--- config.mk ---
export PLATFORM = sky130hd
export DESIGN_NAME = adsub_core
export DESIGN_NICKNAME = d
export VERILOG_FILES = /design/src/rtl/adsub_pkg.sv /design/src/rtl/adsub_half_adder.sv /design/src/rtl/adsub_full_adder.sv /design/src/rtl/adsub_b_select.sv /design/src/rtl/adsub_ripple_chain.sv /design/src/rtl/adsub_core.sv
export SDC_FILE = /design/constraint.sdc
export NUM_CORES = 1
export LEC_CHECK = 0
export BUFFER_PORTS_ARGS = -buffer_cell sky130_fd_sc_hd__buf_4
export CORE_AREA = 2 2 39 41
export DETAILED_ROUTE_END_ITERATION = 6
export DIE_AREA = 0 0 41 43
export GPL_ROUTABILITY_DRIVEN = 0
export GPL_TIMING_DRIVEN = 0
export MAX_ROUTING_LAYER = met4
export PLACE_DENSITY_LB_ADDON = 0.1
export SYNTH_ARGS = -nofsm -noshare
export SYNTH_HDL_FRONTEND = slang
export SYNTH_HIERARCHICAL = 1
export SYNTH_SLANG_ARGS = --single-unit
export TNS_END_PERCENT = 1
--- constraint.sdc ---
create_clock -name vclk -period 4.59
set_input_delay 0.918 -clock vclk [all_inputs]
set_output_delay 0.918 -clock vclk [all_outputs]
set_load 0.01 [all_outputs]
--- src/rtl/adsub_pkg.sv ---
package adsub_pkg;
  typedef enum logic {
    OP_ADD = 1'b0,
    OP_SUB = 1'b1
  } adsub_op_e;
endpackage

--- src/rtl/adsub_half_adder.sv ---
module adsub_half_adder (
  input  logic x,
  input  logic y,
  output logic s,
  output logic c
);
  always_comb begin
    s = x ^ y;
    c = x & y;
  end
endmodule

--- src/rtl/adsub_full_adder.sv ---
module adsub_full_adder (
  input  logic a,
  input  logic b,
  input  logic ci,
  output logic s,
  output logic co
);
  logic p_s, p_c, q_c;

  // first half adder: propagate and generate of the operand pair
  adsub_half_adder u_ha0 (.x(a),   .y(b),  .s(p_s), .c(p_c));
  // second half adder: fold in the incoming carry
  adsub_half_adder u_ha1 (.x(p_s), .y(ci), .s(s),   .c(q_c));

  always_comb co = p_c | q_c;
endmodule

--- src/rtl/adsub_b_select.sv ---
module adsub_b_select #(
  parameter int WIDTH = 4
) (
  input  logic [WIDTH-1:0] b_in,
  input  logic             invert,
  output logic [WIDTH-1:0] b_out
);
  for (genvar i = 0; i < WIDTH; i++) begin : g_bit
    // per-bit 2:1 choice between true and inverted operand bit
    always_comb b_out[i] = invert ? ~b_in[i] : b_in[i];
  end
endmodule

--- src/rtl/adsub_ripple_chain.sv ---
module adsub_ripple_chain #(
  parameter int WIDTH = 4
) (
  input  logic [WIDTH-1:0] a,
  input  logic [WIDTH-1:0] b,
  input  logic             c_in,
  output logic [WIDTH-1:0] s,
  output logic [WIDTH:0]   c
);
  always_comb c[0] = c_in;

  for (genvar i = 0; i < WIDTH; i++) begin : g_stage
    adsub_full_adder u_fa (
      .a (a[i]),
      .b (b[i]),
      .ci(c[i]),
      .s (s[i]),
      .co(c[i+1])
    );
  end
endmodule

--- src/rtl/adsub_core.sv ---
module adsub_core #(
  parameter int WIDTH = 4
) (
  input  logic [WIDTH-1:0] op_a,
  input  logic [WIDTH-1:0] op_b,
  input  logic             op_sel,
  output logic [WIDTH-1:0] result,
  output logic             carry_out,
  output logic             overflow
);
  import adsub_pkg::*;

  localparam int MSB = WIDTH - 1;

  adsub_op_e        op;
  logic             inject;
  logic [WIDTH-1:0] b_eff;
  logic [WIDTH:0]   carries;

  always_comb begin
    op     = adsub_op_e'(op_sel);
    inject = (op == OP_SUB);
  end

  adsub_b_select #(.WIDTH(WIDTH)) u_bsel (
    .b_in  (op_b),
    .invert(inject),
    .b_out (b_eff)
  );

  adsub_ripple_chain #(.WIDTH(WIDTH)) u_chain (
    .a   (op_a),
    .b   (b_eff),
    .c_in(inject),
    .s   (result),
    .c   (carries)
  );

  always_comb begin
    carry_out = carries[WIDTH];
    // signed overflow: carry into the sign stage differs from carry out of it
    overflow  = carries[WIDTH] ^ carries[MSB];
  end

  // The checks below compare the ripple chain against independent arithmetic.
  always_comb begin
    // the sign rule must agree with the carry-comparison flag
    a_r3_sign_rule: assert (overflow ==
      ((op_a[MSB] == b_eff[MSB]) && (result[MSB] != op_a[MSB])))
      else $error("R3 overflow disagrees with sign rule");
    if (op_sel == 1'b0) begin
      // the carry and the sum together form the unsigned total
      a_r1_add_value: assert ({carry_out, result} ==
        ({1'b0, op_a} + {1'b0, op_b}))
        else $error("R1 add total mismatch");
    end else begin
      a_r2_sub_value: assert (result == WIDTH'(op_a - op_b))
        else $error("R2 difference mismatch");
      a_r4_no_borrow: assert (carry_out == (op_a >= op_b))
        else $error("R4 borrow flag mismatch");
    end
    if ((op_sel == 1'b1) && (op_a == op_b)) begin
      a_r2_self_sub: assert ((result == '0) && carry_out && !overflow)
        else $error("R2 self subtraction not zero");
    end
  end
endmodule

== Yosys cells after proc, flatten, opt, wreduce, memory -nomap -nowiden ==
Index checks and enable logic that the tools add are counted.
Word-level totals
  register bits: 0
  bits of input ports: 9
  output and inout bits: 6
  word-level logic and storage cells: 29
Operators by class
  muxes and demuxes: 4
  bitwise logic cells: 25
Operators with widths (count)
  XOR 1 bit: 9
  bitwise AND 1 bit: 8
  2-to-1 mux 1 bit: 4
  inverter 1 bit: 4
  OR 1 bit: 4

== Logic depth before layout (Yosys ltp) ==
Gate-level depths: netlist of run 1.
  depth in word-level cells: 12
  depth in mapped cells: 11
  depth with buffers taken out: 11

== By module ==
Netlist of run 1, hierarchy kept.
Modules (own cells, without submodules)
  adsub_half_adder: times used 8, cells each 1, area an instance 12.5 um^2, seq. area each 0.0 um^2
  adsub_b_select: times used 1, cells each 4, area an instance 35.0 um^2, seq. area each 0.0 um^2
  adsub_full_adder: times used 4, cells each 1, area an instance 6.3 um^2, seq. area each 0.0 um^2
  adsub_core: times used 1, cells each 1, area an instance 8.8 um^2, seq. area each 0.0 um^2
  adsub_ripple_chain: times used 1, cells each 1, area an instance 7.5 um^2, seq. area each 0.0 um^2

== Least setup slack after synthesis of run 1 ==
Ideal clock, no wire load.
  kind: input port to output port
  start: input port op_sel
  end: output port overflow
  arrival: 3.248 ns
  data required time: 3.672 ns
  path slack: 0.424 ns
  cell stages on the path: 11
  buffers on the path: 0
  path through: xor2_1 ha_1 ha_1 or2_1 ha_1 or2_1 ha_1 or2_1 ha_1 or2_1 xor2_1
Between the ends
  longest elaborated chain between the ends: 11
  elaborated cells on any way between the ends: 21
  classes of those cells: 4 x mux; 17 x bitwise
Ends and longest elaborated chain
  start: declaration: RTL line adsub_core.sv:6  | input logic op_sel,
  2-to-1 mux 1 bit: RTL line adsub_b_select.sv:10  | always_comb b_out[i] = invert ? ~b_in[i] : b_in[i];
  XOR 1 bit: RTL line adsub_half_adder.sv:8  | s = x ^ y;
  net u_chain.g_stage[0].u_fa.p_s: RTL line adsub_full_adder.sv:8  | logic p_s, p_c, q_c;
  bitwise AND 1 bit: RTL line adsub_half_adder.sv:9  | c = x & y;
  net u_chain.g_stage[0].u_fa.q_c: RTL line adsub_full_adder.sv:8
  OR 1 bit: RTL line adsub_full_adder.sv:15  | always_comb co = p_c | q_c;
  net carries[1]: RTL line adsub_core.sv:18  | logic [WIDTH:0] carries;
  bitwise AND 1 bit: RTL line adsub_half_adder.sv:9
  net u_chain.g_stage[1].u_fa.q_c: RTL line adsub_full_adder.sv:8
  [... 1 more ...]
  net carries[2]: RTL line adsub_core.sv:18
  [... 1 more ...]
  net u_chain.g_stage[2].u_fa.q_c: RTL line adsub_full_adder.sv:8
  OR 1 bit: RTL line adsub_full_adder.sv:15
  net carries[3]: RTL line adsub_core.sv:18
  bitwise AND 1 bit: RTL line adsub_half_adder.sv:9
  net u_chain.g_stage[3].u_fa.q_c: RTL line adsub_full_adder.sv:8
  OR 1 bit: RTL line adsub_full_adder.sv:15
  net carry_out: RTL line adsub_core.sv:8  | output logic carry_out,
  XOR 1 bit: RTL line adsub_core.sv:42  | overflow = carries[WIDTH] ^ carries[MSB];
  end: declaration: RTL line adsub_core.sv:9  | output logic overflow
The timed path passes the listed nets, and every way through them passes these cells.

== Final worst setup path of run 1 ==
  start: input port op_sel
  end: output port overflow
Between the ends
  longest elaborated chain between the ends: 11
  elaborated cells on any way between the ends: 21
  classes of those cells: 4 x mux; 17 x bitwise
Ends and longest elaborated chain
  2-to-1 mux 1 bit: RTL line adsub_b_select.sv:10
  net b_eff[0]: RTL line adsub_core.sv:17  | logic [WIDTH-1:0] b_eff;
  XOR 1 bit: RTL line adsub_half_adder.sv:8
  net u_chain.g_stage[0].u_fa.p_s: RTL line adsub_full_adder.sv:8
  bitwise AND 1 bit: RTL line adsub_half_adder.sv:9
  net u_chain.g_stage[0].u_fa.q_c: RTL line adsub_full_adder.sv:8
  OR 1 bit: RTL line adsub_full_adder.sv:15
  net carries[1]: RTL line adsub_core.sv:18
  [... 1 more ...]
  net u_chain.g_stage[1].u_fa.q_c: RTL line adsub_full_adder.sv:8
  [... 1 more ...]
  net carries[2]: RTL line adsub_core.sv:18
  bitwise AND 1 bit: RTL line adsub_half_adder.sv:9
  net u_chain.g_stage[2].u_fa.q_c: RTL line adsub_full_adder.sv:8
  OR 1 bit: RTL line adsub_full_adder.sv:15
  net carries[3]: RTL line adsub_core.sv:18
  bitwise AND 1 bit: RTL line adsub_half_adder.sv:9
  net u_chain.g_stage[3].u_fa.q_c: RTL line adsub_full_adder.sv:8
  OR 1 bit: RTL line adsub_full_adder.sv:15
  XOR 1 bit: RTL line adsub_core.sv:42
The timed path passes the listed nets, and every way through them passes these cells.

==> flow_summary.json, run 1 <==
{
  "power.density_nw_per_um2": 190,
  "path_max_fanout": 5,
  "grt_pass1_vias": 154,
  "syn_avg_cell_area_sq_um": 9.94,
  "fin_total_pwr_mw": 0.0572,
  "remaining_drc_errors": 0,
  "cp.required_ps": 3670,
  "drive_gt1_frac": 0.469,
  "status": "finished clean",
  "post-route-period-util": 0.961,
  "max-cap-violations": 0,
  "postCtsHoldBufs": 0,
  "start_util": 0.122,
  "area_growth_pct": 78.5,
  "rsz0062_at_grt": "no",
  "grt_util_all_layers": 0.0430,
  "multi_input_area_sq_um": 169,
  "synth_cells": 17,
  "vias_per_cell": 3.58,
  "setup_viol": 0,
  "final_cell_mix": "15 x buf_4, 8 x ha_1, 5 x xor2_1",
  "leakage_nw": 0.171,
  "ir_worst_vdd_mv": 0.0460,
  "vias": 172,
  "synth.cell_area_sq_um": 169,
  "regArea_sq_um": 0,
  "grt_pass1_wl_microns": 558,
  "cts-resized-gates": 0,
  "die_h_microns": 43,
  "fp.coreArea_sq_um": 1380,
  "whs_ps": 2210,
  "crit_type": "in -> out",
  "min_period_ps": 4410,
  "synth_warnings": 6,
  "cp_data_arrival_time_ps": 3490,
  "clockBufferCount": 0,
  "grt_max_degree": 6,
  "drt_iter0_markers": 0,
  "grt_overflow": 0,
  "dpl_worst_slack_ps": 140,
  "ioPinCount": 15,
  "die_w_microns": 41,
  "nNetsFinal": 51,
  "fillers": 160,
  "io_buffers": 15,
  "cp-start-kind": "input pin",
  "hp-class": "in -> out",
  "tightest_slew_ps": 130,
  "tns_ps": 0,
  "slew_headroom": 0.913,
  "timing.fmax_ghz": 0.227,
  "routed_wl_microns": 370,
  "ant_nets": 0,
  "nFlopsAndLatches": 0,
  "antenna_found_initial": 0,
  "routedWlPerCell_microns": 7.71,
  "final_max_slew_viol_count": 0,
  "drt_pass1_iterations": 1,
  "antennaDiodeCount": 0,
  "finalWorstSetupSlack_ps": 180,
  "final_common_cell": "buf_4",
  "stdcell_area_sq_um": 302,
  "cts_setup_buffers": 0,
  "hold_viol": 0,
  "syn_nets": 34,
  "rows": 14,
  "place_area_sq_um": 302,
  "critPathCaptureType": "output port",
  "die_area_sq_um": 1760
}
path summary, 6_finish.rpt:
check / startpoint / to / slack [ps] / cells after the start
min: op_sel / result[0] / 2210 / 3
max: op_sel / overflow / 180 / 13
stage by stage:
| stage | util | cells |
|---|---|---|
| floorplan | - | 17 |
| global placement | 0.218 | 48 |
| detailed placement | 0.218 | 48 |
| CTS | 0.218 | 48 |
| global route | 0.218 | 48 |
| finish | 0.218 | 48 |
area by class of cell:
| type | count | share of cell area |
|---|---|---|
| multi-input combinational | 17 | 0.560 |
| tap | 16 | 0.0664 |
| timing repair buffer | 15 | 0.373 |
power by group:
part / total, mW / internal [mW] / switching [mW]
registers: 0 / 0 / 0
logic: 0.0572 / 0.0327 / 0.0244
clock network: 0 / 0 / 0
total: 0.0572 / 0.0327 / 0.0244
routing by layer:
metal  global-route usage  part of all wire
met3                    0              0.15
met2               0.0750              0.52
met4                    0                 0
met5                    -                 0
met1               0.0570              0.33
critical path, cell delays in order:
cell and delay (ps):
buf_4 140, xor2_1 160, ha_1 290, ha_1 180, or2_1 230, ha_1 190, or2_1 220, ha_1 190
or2_1 250, ha_1 190, or2_1 250, xor2_1 140, buf_4 140
Note: power is estimated with default switching activity, not from simulation.
==> inputs of run 2 (changes only) <==
Settings changed: CORE_AREA 2 2 39 41 to 3 3 40 42, DIE_AREA 0 0 41 43 to 0 0 43 45.
==> flow_summary.json, run 2 (synthesized netlist as in run 1, its figures left out) <==
{
  "hp-start": "op_sel",
  "tns_ps": 0,
  "multi_input_area_sq_um": 169,
  "stdcell_area_sq_um": 300,
  "whs_ps": 2210,
  "place_area_sq_um": 300,
  "grt_overflow": 0,
  "slew_headroom": 0.913,
  "path_max_fanout": 5,
  "critPathCaptureType": "output port",
  "rows": 13,
  "power.density_nw_per_um2": 191,
  "wl_met1_microns": 144,
  "vias_per_cell": 3.68,
  "wl_met3_microns": 38,
  "crit_chain": "buf_4 -> xor2_1 -> ha_1 -> ha_1 -> or2_1 -> ha_1 -> or2_1 -> ha_1 -> or2_1 -> ha_1 -> or2_1 -> xor2_1 -> buf_4",
  "antenna_found_initial": 0,
  "crit_path_top_delay_cell": "ha_1",
  "tightest_slew_ps": 129,
  "final_max_slew_viol_count": 0,
  "ant_nets": 0,
  "path_buf_inv": 2,
  "drt_iter0_markers": 0,
  "hold_path_depth": 3,
  "die_w_microns": 43,
  "start_util": 0.131,
  "area_growth_pct": 77.8,
  "ioPinCount": 15,
  "antennaDiodeCount": 0,
  "grt_max_degree": 6,
  "post-route-period-util": 0.957,
  "clockBufferCount": 0,
  "wl_met2_microns": 179,
  "routedWlPerCell_microns": 7.70,
  "cp.required_ps": 3670,
  "timing.fmax_ghz": 0.228,
  "drt_pass1_iterations": 1,
  "fillers": 145,
  "cp_data_arrival_time_ps": 3480,
  "nNetsFinal": 51,
  "io_buffers": 15,
  "hold_viol": 0,
  "cts_setup_buffers": 0,
  "crit_start": "op_sel",
  "cp-start-kind": "input pin",
  "drive_gt1_frac": 0.469,
  "vias": 173,
  "die_h_microns": 45,
  "rsz0062_at_grt": "no",
  "remaining_drc_errors": 0,
  "hp-class": "in -> out",
  "leakage_nw": 0.171,
  "fp.coreArea_sq_um": 1280,
  "grt_util_all_layers": 0.0401,
  "grt_pass1_vias": 170,
  "ir_worst_vdd_mv": 0.0545,
  "routed.top_layer": "met3",
  "nFlopsAndLatches": 0,
  "final_cells": 47,
  "max-cap-violations": 0,
  "cpMostUsedCell": "ha_1",
  "crit_type": "in -> out",
  "final_common_cell": "buf_4",
  "routed_wl_microns": 362,
  "dp_cells": 47,
  "cpPeakStageDelay_ps": 290,
  "min_to": "result[0]",
  "cts-resized-gates": 0,
  "min_period_ps": 4390,
  "regArea_sq_um": 0,
  "fin_total_pwr_mw": 0.0574,
  "status": "finished clean",
  "grt_pass1_wl_microns": 648,
  "setup_viol": 0,
  "die_area_sq_um": 1940,
  "critical_path.top_delay_family": "adder cells",
  "postCtsHoldBufs": 0,
  "final_cell_mix": "15 x buf_4, 8 x ha_1, 5 x xor2_1"
}
## run 2: power breakdown
group          total [mW]  leakage (nW)  switching [mW]  internal, mW
registers               0             0               0             0
clock network           0             0               0             0
logic              0.0574         0.171          0.0246        0.0328
## run 2: area by class of cell
class	instances	share of cell area
multi-input combinational	17	0.563
timing repair buffer	15	0.375
tap	15	0.0625
## run 2: metal layers
layer | up-vias | GRT usage
li1 | 89 | -
met1 | 73 | 0.0476
met2 | 11 | 0.0778
met3 | 0 | 0.00398
met4 | 0 | 0
met5 | - | -
## run 2: metrics by stage
step / util / worst slack [ps]
CTS: 0.234 / 161
detailed placement: 0.234 / 156
global placement: 0.234 / 202
floorplan: - / 424
global route: 0.234 / 6.09
finish: 0.234 / 196
## run 2: worst max-delay path by stage
| stage | end | slack, ps | depth (start not counted) |
|---|---|---|---|
| after CTS | overflow | 160 | 13 |
| after global placement | overflow | 200 | 13 |
| after global routing | overflow | 6 | 13 |
| after detailed placement | overflow | 160 | 13 |
| final | overflow | 200 | 13 |
| after floorplan | overflow | 420 | 11 |
## run 2: worst min-delay path, stage by stage
cell   delay, ps
buf_4        120
ha_1         140
buf_4        110
